--- config.mk ---
export PLATFORM = sky130hd
export DESIGN_NAME = dual_bus_arbiter
export DESIGN_NICKNAME = d
export VERILOG_FILES = /design/src/rtl/arb_pkg.sv /design/src/rtl/arb_ack_sync.sv /design/src/rtl/arb_timer.sv /design/src/rtl/arb_fsm.sv /design/src/rtl/dual_bus_arbiter.sv
export SDC_FILE = /design/constraint.sdc
export NUM_CORES = 1
export LEC_CHECK = 0
export ABC_AREA = 1
export BUFFER_PORTS_ARGS = -buffer_cell sky130_fd_sc_hd__buf_2
export CORE_ASPECT_RATIO = 1.25
export CORE_MARGIN = 3
export CORE_UTILIZATION = 40
export CTS_CLUSTER_DIAMETER = 100
export CTS_CLUSTER_SIZE = 20
export DETAILED_ROUTE_END_ITERATION = 8
export GPL_TIMING_DRIVEN = 0
export PLACE_DENSITY_LB_ADDON = 0.08
export REMOVE_ABC_BUFFERS = 1
export SYNTH_ARGS = -nofsm -noshare
export SYNTH_HDL_FRONTEND = slang
export SYNTH_SLANG_ARGS = --single-unit
--- constraint.sdc ---
create_clock -name clk -period 4.65 [get_ports clk]
set_input_delay 1.1625 -clock clk [delete_from_list [all_inputs] [get_ports clk]]
set_output_delay 1.1625 -clock clk [all_outputs]
set_load 0.01 [all_outputs]
--- src/rtl/arb_pkg.sv ---
package arb_pkg;
  typedef enum logic [1:0] {
    ST_INIT = 2'd0,
    ST_IDLE = 2'd1,
    ST_WAIT = 2'd2
  } arb_state_e;

  localparam int unsigned NUM_MASTERS = 2;
endpackage

--- src/rtl/arb_ack_sync.sv ---
module arb_ack_sync #(
  parameter int unsigned WIDTH = 2,
  parameter int unsigned STAGES = 2,
  parameter logic [WIDTH-1:0] RST_VAL = '1
) (
  input  logic             clk,
  input  logic             rst,
  input  logic [WIDTH-1:0] d_async,
  output logic [WIDTH-1:0] q_sync
);
  logic [STAGES-1:0][WIDTH-1:0] stg;

  always_ff @(posedge clk) begin
    if (rst) begin
      for (int i = 0; i < int'(STAGES); i++) stg[i] <= RST_VAL;
    end else begin
      stg[0] <= d_async;
      for (int i = 1; i < int'(STAGES); i++) stg[i] <= stg[i-1];
    end
  end

  assign q_sync = stg[STAGES-1];
endmodule

--- src/rtl/arb_timer.sv ---
module arb_timer #(
  parameter int unsigned LIMIT = 100000
) (
  input  logic clk,
  input  logic rst,
  input  logic clr,
  input  logic run,
  output logic last
);
  localparam int unsigned CW = $clog2(LIMIT + 1);
  localparam logic [CW-1:0] LAST_VAL = CW'(LIMIT - 1);

  logic [CW-1:0] cnt;

  always_ff @(posedge clk) begin
    if (rst || clr) cnt <= '0;
    else if (run && (cnt != LAST_VAL)) cnt <= cnt + 1'b1;
  end

  assign last = (cnt == LAST_VAL);
endmodule

--- src/rtl/arb_fsm.sv ---
module arb_fsm
  import arb_pkg::*;
(
  input  logic       clk,
  input  logic       rst,
  input  logic       sw_req,
  input  logic       sw_target,
  input  logic [1:0] ack_n_s,
  input  logic       tmo_last,
  output logic       tmr_clr,
  output logic       tmr_run,
  output logic [1:0] busrq_n,
  output logic       owner,
  output logic       busy,
  output logic       done,
  output logic       err,
  output logic       bus_gap
);
  arb_state_e st;
  logic       tgt_q;

  always_ff @(posedge clk) begin
    if (rst) begin
      st      <= ST_INIT;
      owner   <= 1'b0;
      tgt_q   <= 1'b0;
      busrq_n <= 2'b01;
      busy    <= 1'b1;
      bus_gap <= 1'b1;
      done    <= 1'b0;
      err     <= 1'b0;
    end else begin
      done <= 1'b0;
      err  <= 1'b0;
      unique case (st)
        ST_INIT: begin
          if (!ack_n_s[1]) begin
            st      <= ST_IDLE;
            busy    <= 1'b0;
            bus_gap <= 1'b0;
          end
        end
        ST_IDLE: begin
          if (sw_req) begin
            if (sw_target == owner) begin
              done <= 1'b1;
            end else begin
              busrq_n[owner] <= 1'b0;
              tgt_q          <= sw_target;
              busy           <= 1'b1;
              bus_gap        <= 1'b1;
              st             <= ST_WAIT;
            end
          end
        end
        ST_WAIT: begin
          if (!ack_n_s[owner]) begin
            busrq_n[tgt_q] <= 1'b1;
            owner          <= tgt_q;
            done           <= 1'b1;
            busy           <= 1'b0;
            bus_gap        <= 1'b0;
            st             <= ST_IDLE;
          end else if (tmo_last) begin
            busrq_n[owner] <= 1'b1;
            err            <= 1'b1;
            busy           <= 1'b0;
            bus_gap        <= 1'b0;
            st             <= ST_IDLE;
          end
        end
        default: st <= ST_IDLE;
      endcase
    end
  end

  assign tmr_clr = (st != ST_WAIT);
  assign tmr_run = (st == ST_WAIT);
endmodule

--- src/rtl/dual_bus_arbiter.sv ---
module dual_bus_arbiter #(
  parameter int unsigned TIMEOUT_CYC = 100000,
  parameter int unsigned SYNC_STAGES = 2
) (
  input  logic       clk,
  input  logic       rst,
  input  logic       sw_req,
  input  logic       sw_target,
  input  logic [1:0] busak_n,
  output logic [1:0] busrq_n,
  output logic       owner,
  output logic       busy,
  output logic       done,
  output logic       err,
  output logic       bus_gap
);
  localparam int unsigned NM = arb_pkg::NUM_MASTERS;

  logic [NM-1:0] ack_s;
  logic          tmr_clr, tmr_run, tmr_last;

  arb_ack_sync #(.WIDTH(NM), .STAGES(SYNC_STAGES), .RST_VAL('1)) u_sync (
    .clk(clk), .rst(rst), .d_async(busak_n), .q_sync(ack_s)
  );

  arb_timer #(.LIMIT(TIMEOUT_CYC)) u_tmr (
    .clk(clk), .rst(rst), .clr(tmr_clr), .run(tmr_run), .last(tmr_last)
  );

  arb_fsm u_fsm (
    .clk(clk), .rst(rst), .sw_req(sw_req), .sw_target(sw_target),
    .ack_n_s(ack_s), .tmo_last(tmr_last), .tmr_clr(tmr_clr), .tmr_run(tmr_run),
    .busrq_n(busrq_n), .owner(owner), .busy(busy), .done(done), .err(err),
    .bus_gap(bus_gap)
  );
endmodule

Word level (Yosys, flattened, before mapping) --
Cells that the tools add are included.
Storage, ports and cells: input bits 6, output and inout bits 7, logic and storage cells 73, bits in registers 30
Operators by class: bitwise operators 7, $lt $le $gt $ge 4, multiplexer cells 28, add/subtract/negate cells 1, eq/ne operators 10, reduce and logical (&&, ||, !) cells 13
Operators with widths (count):
- two-way mux 2 bit | 9
- adder 17 x 1 -> 17 bit (second input constant) | 1
- equality test 17 bit (second input constant) | 1
- != test 17 bit (second input constant) | 1
- two-way mux 1 bit | 13
- != test 2 bit (second input constant) | 4
- AND reduction 4 bit | 2
- one-hot mux 2 bit (3 select lines) | 1
- AND reduction 5 bit | 1
- less-than comparator 1 x 2 -> 1 bit (second input constant) | 2
- OR 2 bit | 2
- one-hot mux 2 bit (2 select lines) | 1
- logical AND 1 bit | 3
- != test 3 bit (second input constant) | 1
- NOT 1 bit | 3
- one-hot mux 1 bit (3 select lines) | 1
- AND reduction 3 bit | 1
- nonzero test 3 bit | 1
- OR reduction 3 bit | 1
- AND 2 bit | 1
- demux 1 bit (select 1 bit) | 2
- equality test 2 x 1 -> 1 bit (second input constant) | 1
- equality test 2 bit (second input constant) | 1
- greater-or-equal comparator 1 bit (second input constant) | 2
- 7 further kinds | 7

Depth between registers and ports, before layout --
word-level depth 9, gate-level depth with buffers 10, depth with buffers taken out 9

Hierarchy --
A second synthesis with hierarchy kept.
Unflattened totals: cells, all modules 245, area, all modules 1649.1 um^2
By module, submodules not included:
- arb_timer | cells an instance 153, sequential area each 340.3 um^2, instances 1, area each 952.2 um^2
- arb_fsm | cells an instance 77, sequential area each 180.2 um^2, instances 1, area each 565.5 um^2
- arb_ack_sync | cells an instance 15, sequential area each 80.1 um^2, instances 1, area each 131.4 um^2

Worst setup path before layout --
No wires, ideal clock.
path type input-to-reg, start in rst, end reg u_tmr.cnt[11], required time 4516 ps, library setup time 134 ps, stages on the path 5, path slack 2584 ps, data arrival time 1933 ps, buffers on the path 2, cells stage by stage clkbuf_1 > nor2_1 > inv_1 > clkbuf_1 > a21oi_1
Between the ends: cells in the longest elaborated chain, start to end 1
RTL lines:
- start: declaration | line dual_bus_arbiter.sv:6 | input logic rst,
- logical OR 1 bit | line arb_timer.sv:16 | if (rst || clr) cnt <= '0;
- end signal: assignment | line arb_timer.sv:17 | else if (run && (cnt != LAST_VAL)) cnt <= cnt + 1'b1;
- end: declaration | line arb_timer.sv:13 | logic [CW-1:0] cnt;
No other way between the ends. A chain may end at the register's enable or synchronous reset.

Final worst setup path --
start reg u_fsm.owner, end out owner
RTL lines:
- start: declaration | line arb_fsm.sv:13 | output logic owner,
- start signal: assignment | line arb_fsm.sv:59 | owner <= tgt_q;
- end: declaration | line dual_bus_arbiter.sv:11 | output logic owner,
No word-level cell between the ends.

==> impl_summary.log <==
[metrics] outcome: complete, no violations
[metrics] Max Cap Viol: 0
[metrics] Crit Path Class: flip-flop to output pin
[metrics] Post-layout nets: 267
[metrics] post-synthesis average cell area: 6.86 um^2
[metrics] fill cell count: 435
[metrics] CTS root buf: clkbuf_8
[metrics] clock insertion delay at the later pin of the skew report: 0.28 ns
[metrics] number of placement rows: 25
[metrics] hpwl dp: 2.69 mm
[metrics] synthesized instance count: 242
[metrics] part of the total power dissipated in sequential elements: between 30% and 40%
[metrics] Static Leakage: approximately 0.69 nW
[metrics] number of antenna violations at the first check in global routing: 0
[metrics] slew of the pin with the lowest slew margin: 0.438 ns
[metrics] count of antenna-violating nets left after detailed routing: 0
[metrics] upper clock frequency limit: 495 MHz
[metrics] largest net degree at the start of global routing: 18
[metrics] final count of pins violating max slew: 0
[metrics] final critical-path share of the clock period: 43.5%
[metrics] count of different cell masters after synthesis: 27
[metrics] startpoint class of the critical path: flip-flop
[metrics] shortest period the worst path allows: 2.02 ns
[metrics] clock tree from TritonCTS: yes
[metrics] CP Capture Type: output pin
[metrics] Slew Limit Headroom: 70.6%
[metrics] H-tree levels: 2
[metrics] die width: 63.6 um
[metrics] R2R depth: 8
[metrics] Hold Path Origin: u_sync.stg[1]
[metrics] final hold violation count: 0
[metrics] worst path buffer plus inverter count: 1
[metrics] Largest stage delay, worst path: 0.42 ns
[metrics] area of the core region: 0.00388 mm^2
[metrics] vias in the first global route: between 1000 and 1500
[metrics] DP Worst Slack: 2.34 ns
[metrics] die area: 0.00496 mm^2
[metrics] global-route wire length before repair: 6.38 mm
[metrics] worst setup skew after layout: about 0.0085 ns
[metrics] CTS clk-pin slew, worst paths: 0.06 ns
[metrics] post-detailed-routing wire length: 3.65 mm
[metrics] maximum VDD drop: 0.000201 V
[metrics] worst hold path stage count: 1
[metrics] antenna diode instance count: 0
[metrics] WL per Instance: 11.7 um
[metrics] placed cell areas: roughly 0.0017 mm^2
[metrics] Total Routing Usage GR: around 17%
[metrics] average via count per standard cell: just under 5
[metrics] reg-to-reg slack, setup: approximately 2.9 ns
[metrics] required time at the endpoint of the critical path: 3.49 ns
[metrics] most frequent standard cell in the layout excluding fill and tap cells: nand2_1
[metrics] share of the yosys chip area belonging to registers: 36.2%
[metrics] final standard cell count with taps included and fillers excluded: 311
[metrics] I/O Pins: 13
[metrics] crit path setup slack, layout: 2.63 ns
[metrics] Setup-failing EPs final: 0
[metrics] Worst Path Max Fanout: 5
[metrics] initial core utilization: 42.8%
[metrics] critical path, cell by cell: buf_2
[metrics] vias post-DR: 1515
[metrics] P per Cell Area: 413 mW/mm^2
[metrics] Placed Instances: 303
[metrics] final design area excluding fillers: 0.00186 mm^2
[metrics] Top Family by Delay on Critical Path: flip-flops
[metrics] port bufs: 12
[metrics] Area growth, synth to finish: 11.8%
[metrics] proportion of power drawn by combinational gates: 28.7%
[metrics] maximum count of clock buffers along a single path: 2
[metrics] total clock buffers created by CTS: 5
[metrics] PostCTS Resize Cnt: 0
[metrics] clock sink count: 30
[metrics] switching power of the nets: roughly 0.27 mW
[metrics] setup repair after global routing missed its margin: no
[metrics] Slowest-stage cell, CP: dfxtp_1
[metrics] path class of the lowest-slack min-delay path: flip-flop to flip-flop
[metrics] highest-count cells in the layout ignoring fill and taps: 56 x nand2_1, 31 x inv_1, 30 x dfxtp_1
[metrics] global placer's final weighted congestion: 0.816
[metrics] Cell Int Power: 0.498 mW
[metrics] worst hold endpoint: u_sync.q_sync[1]
[metrics] post-CTS setup buffer count: 0
[metrics] clock share of power: between 30% and 40%
[metrics] reg2reg end: u_tmr.cnt[4]
[metrics] total grt overflow: 0
[metrics] netlist area before placement: about 0.0017 mm^2
[metrics] hold bufs inserted after CTS: 0
[metrics] die height: between 70 and 80 um
[metrics] number of warnings issued by yosys: 0
[metrics] DRT iter0 DRCs: between 60 and 70
[metrics] router iterations before antenna repair: 4
[metrics] Net Sw Frac: 35.1%
[metrics] worst reg2reg path startpoint: u_tmr.cnt[0]
[metrics] drc violations: 0
[metrics] summed negative setup slack over all endpoints: 0 ns
[metrics] post-layout power: between 0.7 and 0.8 mW
[metrics] worst path arrival time: between 0.8 and 0.9 ns
[metrics] flip-flop and latch count after synthesis: 30
[metrics] share of post-route cells with drive strength above 1: 12.5%
per-layer routing:
metal / track usage [%] / vias up / share of wire (%)
met2: 30.0 / 30 / 53
met5: 0 / - / 0
met1: 17.1 / 666 / 41
met4: 8.21 / 0 / 1.8
li1: - / 811 / -
met3: 4.86 / 8 / 3.8
state kept, by name, indices dropped and copies added, names as in the netlist, 2 cells and up:
| register | cells |
|---|---|
| u_tmr.cnt | 17 |
| u_fsm.busrq_n | 2 |
| u_fsm.st | 2 |
| u_sync.q_sync | 2 |
| u_sync.stg | 2 |
logic make-up after synthesis:
family / count (synthesis) / synth area share, %
AO/OA/AOI/OAI: 32 / 10.0
XOR/XNOR: 7 / 3.69
adder cells (fa/ha/maj): 5 / 3.77
buffers and inverters: 37 / 9.72
flip-flops: 30 / 36.2
AND/OR/NAND/NOR: 131 / 36.6
metrics by stage:
stage	hold slack [ns]	utilization (%)
5_1_grt	0.425	47.9
4_1_cts	0.415	47.9
3_5_place_dp	0.399	45.0
6_report	0.410	47.9
2_1_floorplan	0.389	-
3_3_place_gp	0.391	45.0
cell usage after synthesis:
cell type	number	area, um^2
nand3_2	2	20.0
inv_1	31	116
o21ai_0	12	60.1
clkbuf_1	2	7.51
and2_1	1	6.26
ha_1	5	62.6
nand3_1	21	105
inv_2	1	3.75
nand4_1	7	43.8
nor4_1	1	6.26
xor2_1	7	61.3
nor3_2	2	20.0
a21oi_1	18	90.1
nor3_1	8	40.0
buf_6	1	11.3
buf_4	1	7.51
and3_1	2	12.5
nor3b_1	2	15.0
nand2_1	56	210
dfxtp_1	30	601
buf_8	1	15.0
nand2_4	1	11.3
nor2_1	23	86.3
nor2_2	1	6.26
or2_2	4	25.0
a211oi_1	1	7.51
a21oi_2	1	8.76
power by group through the flow:
| stage | clock (mW) | combinational, mW | sequential, mW |
|---|---|---|---|
| finish | 0.249 | 0.220 | 0.298 |
| global route | 0.272 | 0.255 | 0.301 |
| CTS | 0.259 | 0.224 | 0.298 |
| detailed placement | 0 | 0.224 | 0.303 |
| global placement | 0 | 0.224 | 0.304 |
| floorplan | 0 | 0.155 | 0.307 |
worst max path at each step:
stage	from	to	slack [ns]	cells past startpoint
after floorplan	sw_target	u_fsm.st[1]	2.77	6
after global placement	rst	u_tmr.cnt[5]	2.36	4
after detailed placement	rst	u_tmr.cnt[5]	2.34	4
after CTS	u_fsm.owner	owner	2.61	1
after global routing	u_fsm.owner	owner	2.56	1
final	u_fsm.owner	owner	2.63	1
cell type report:
class                   count  area (um^2)  share of cell area, %
multi-input cells         175          898                   48.4
flip-flops and latches     30          601                   32.3
inverters                  32          120                   6.47
clock buffers               8          110                   5.93
well taps                  54         67.6                   3.64
repair buffers             12         60.1                   3.23
Power figures use the tool's default switching activity.
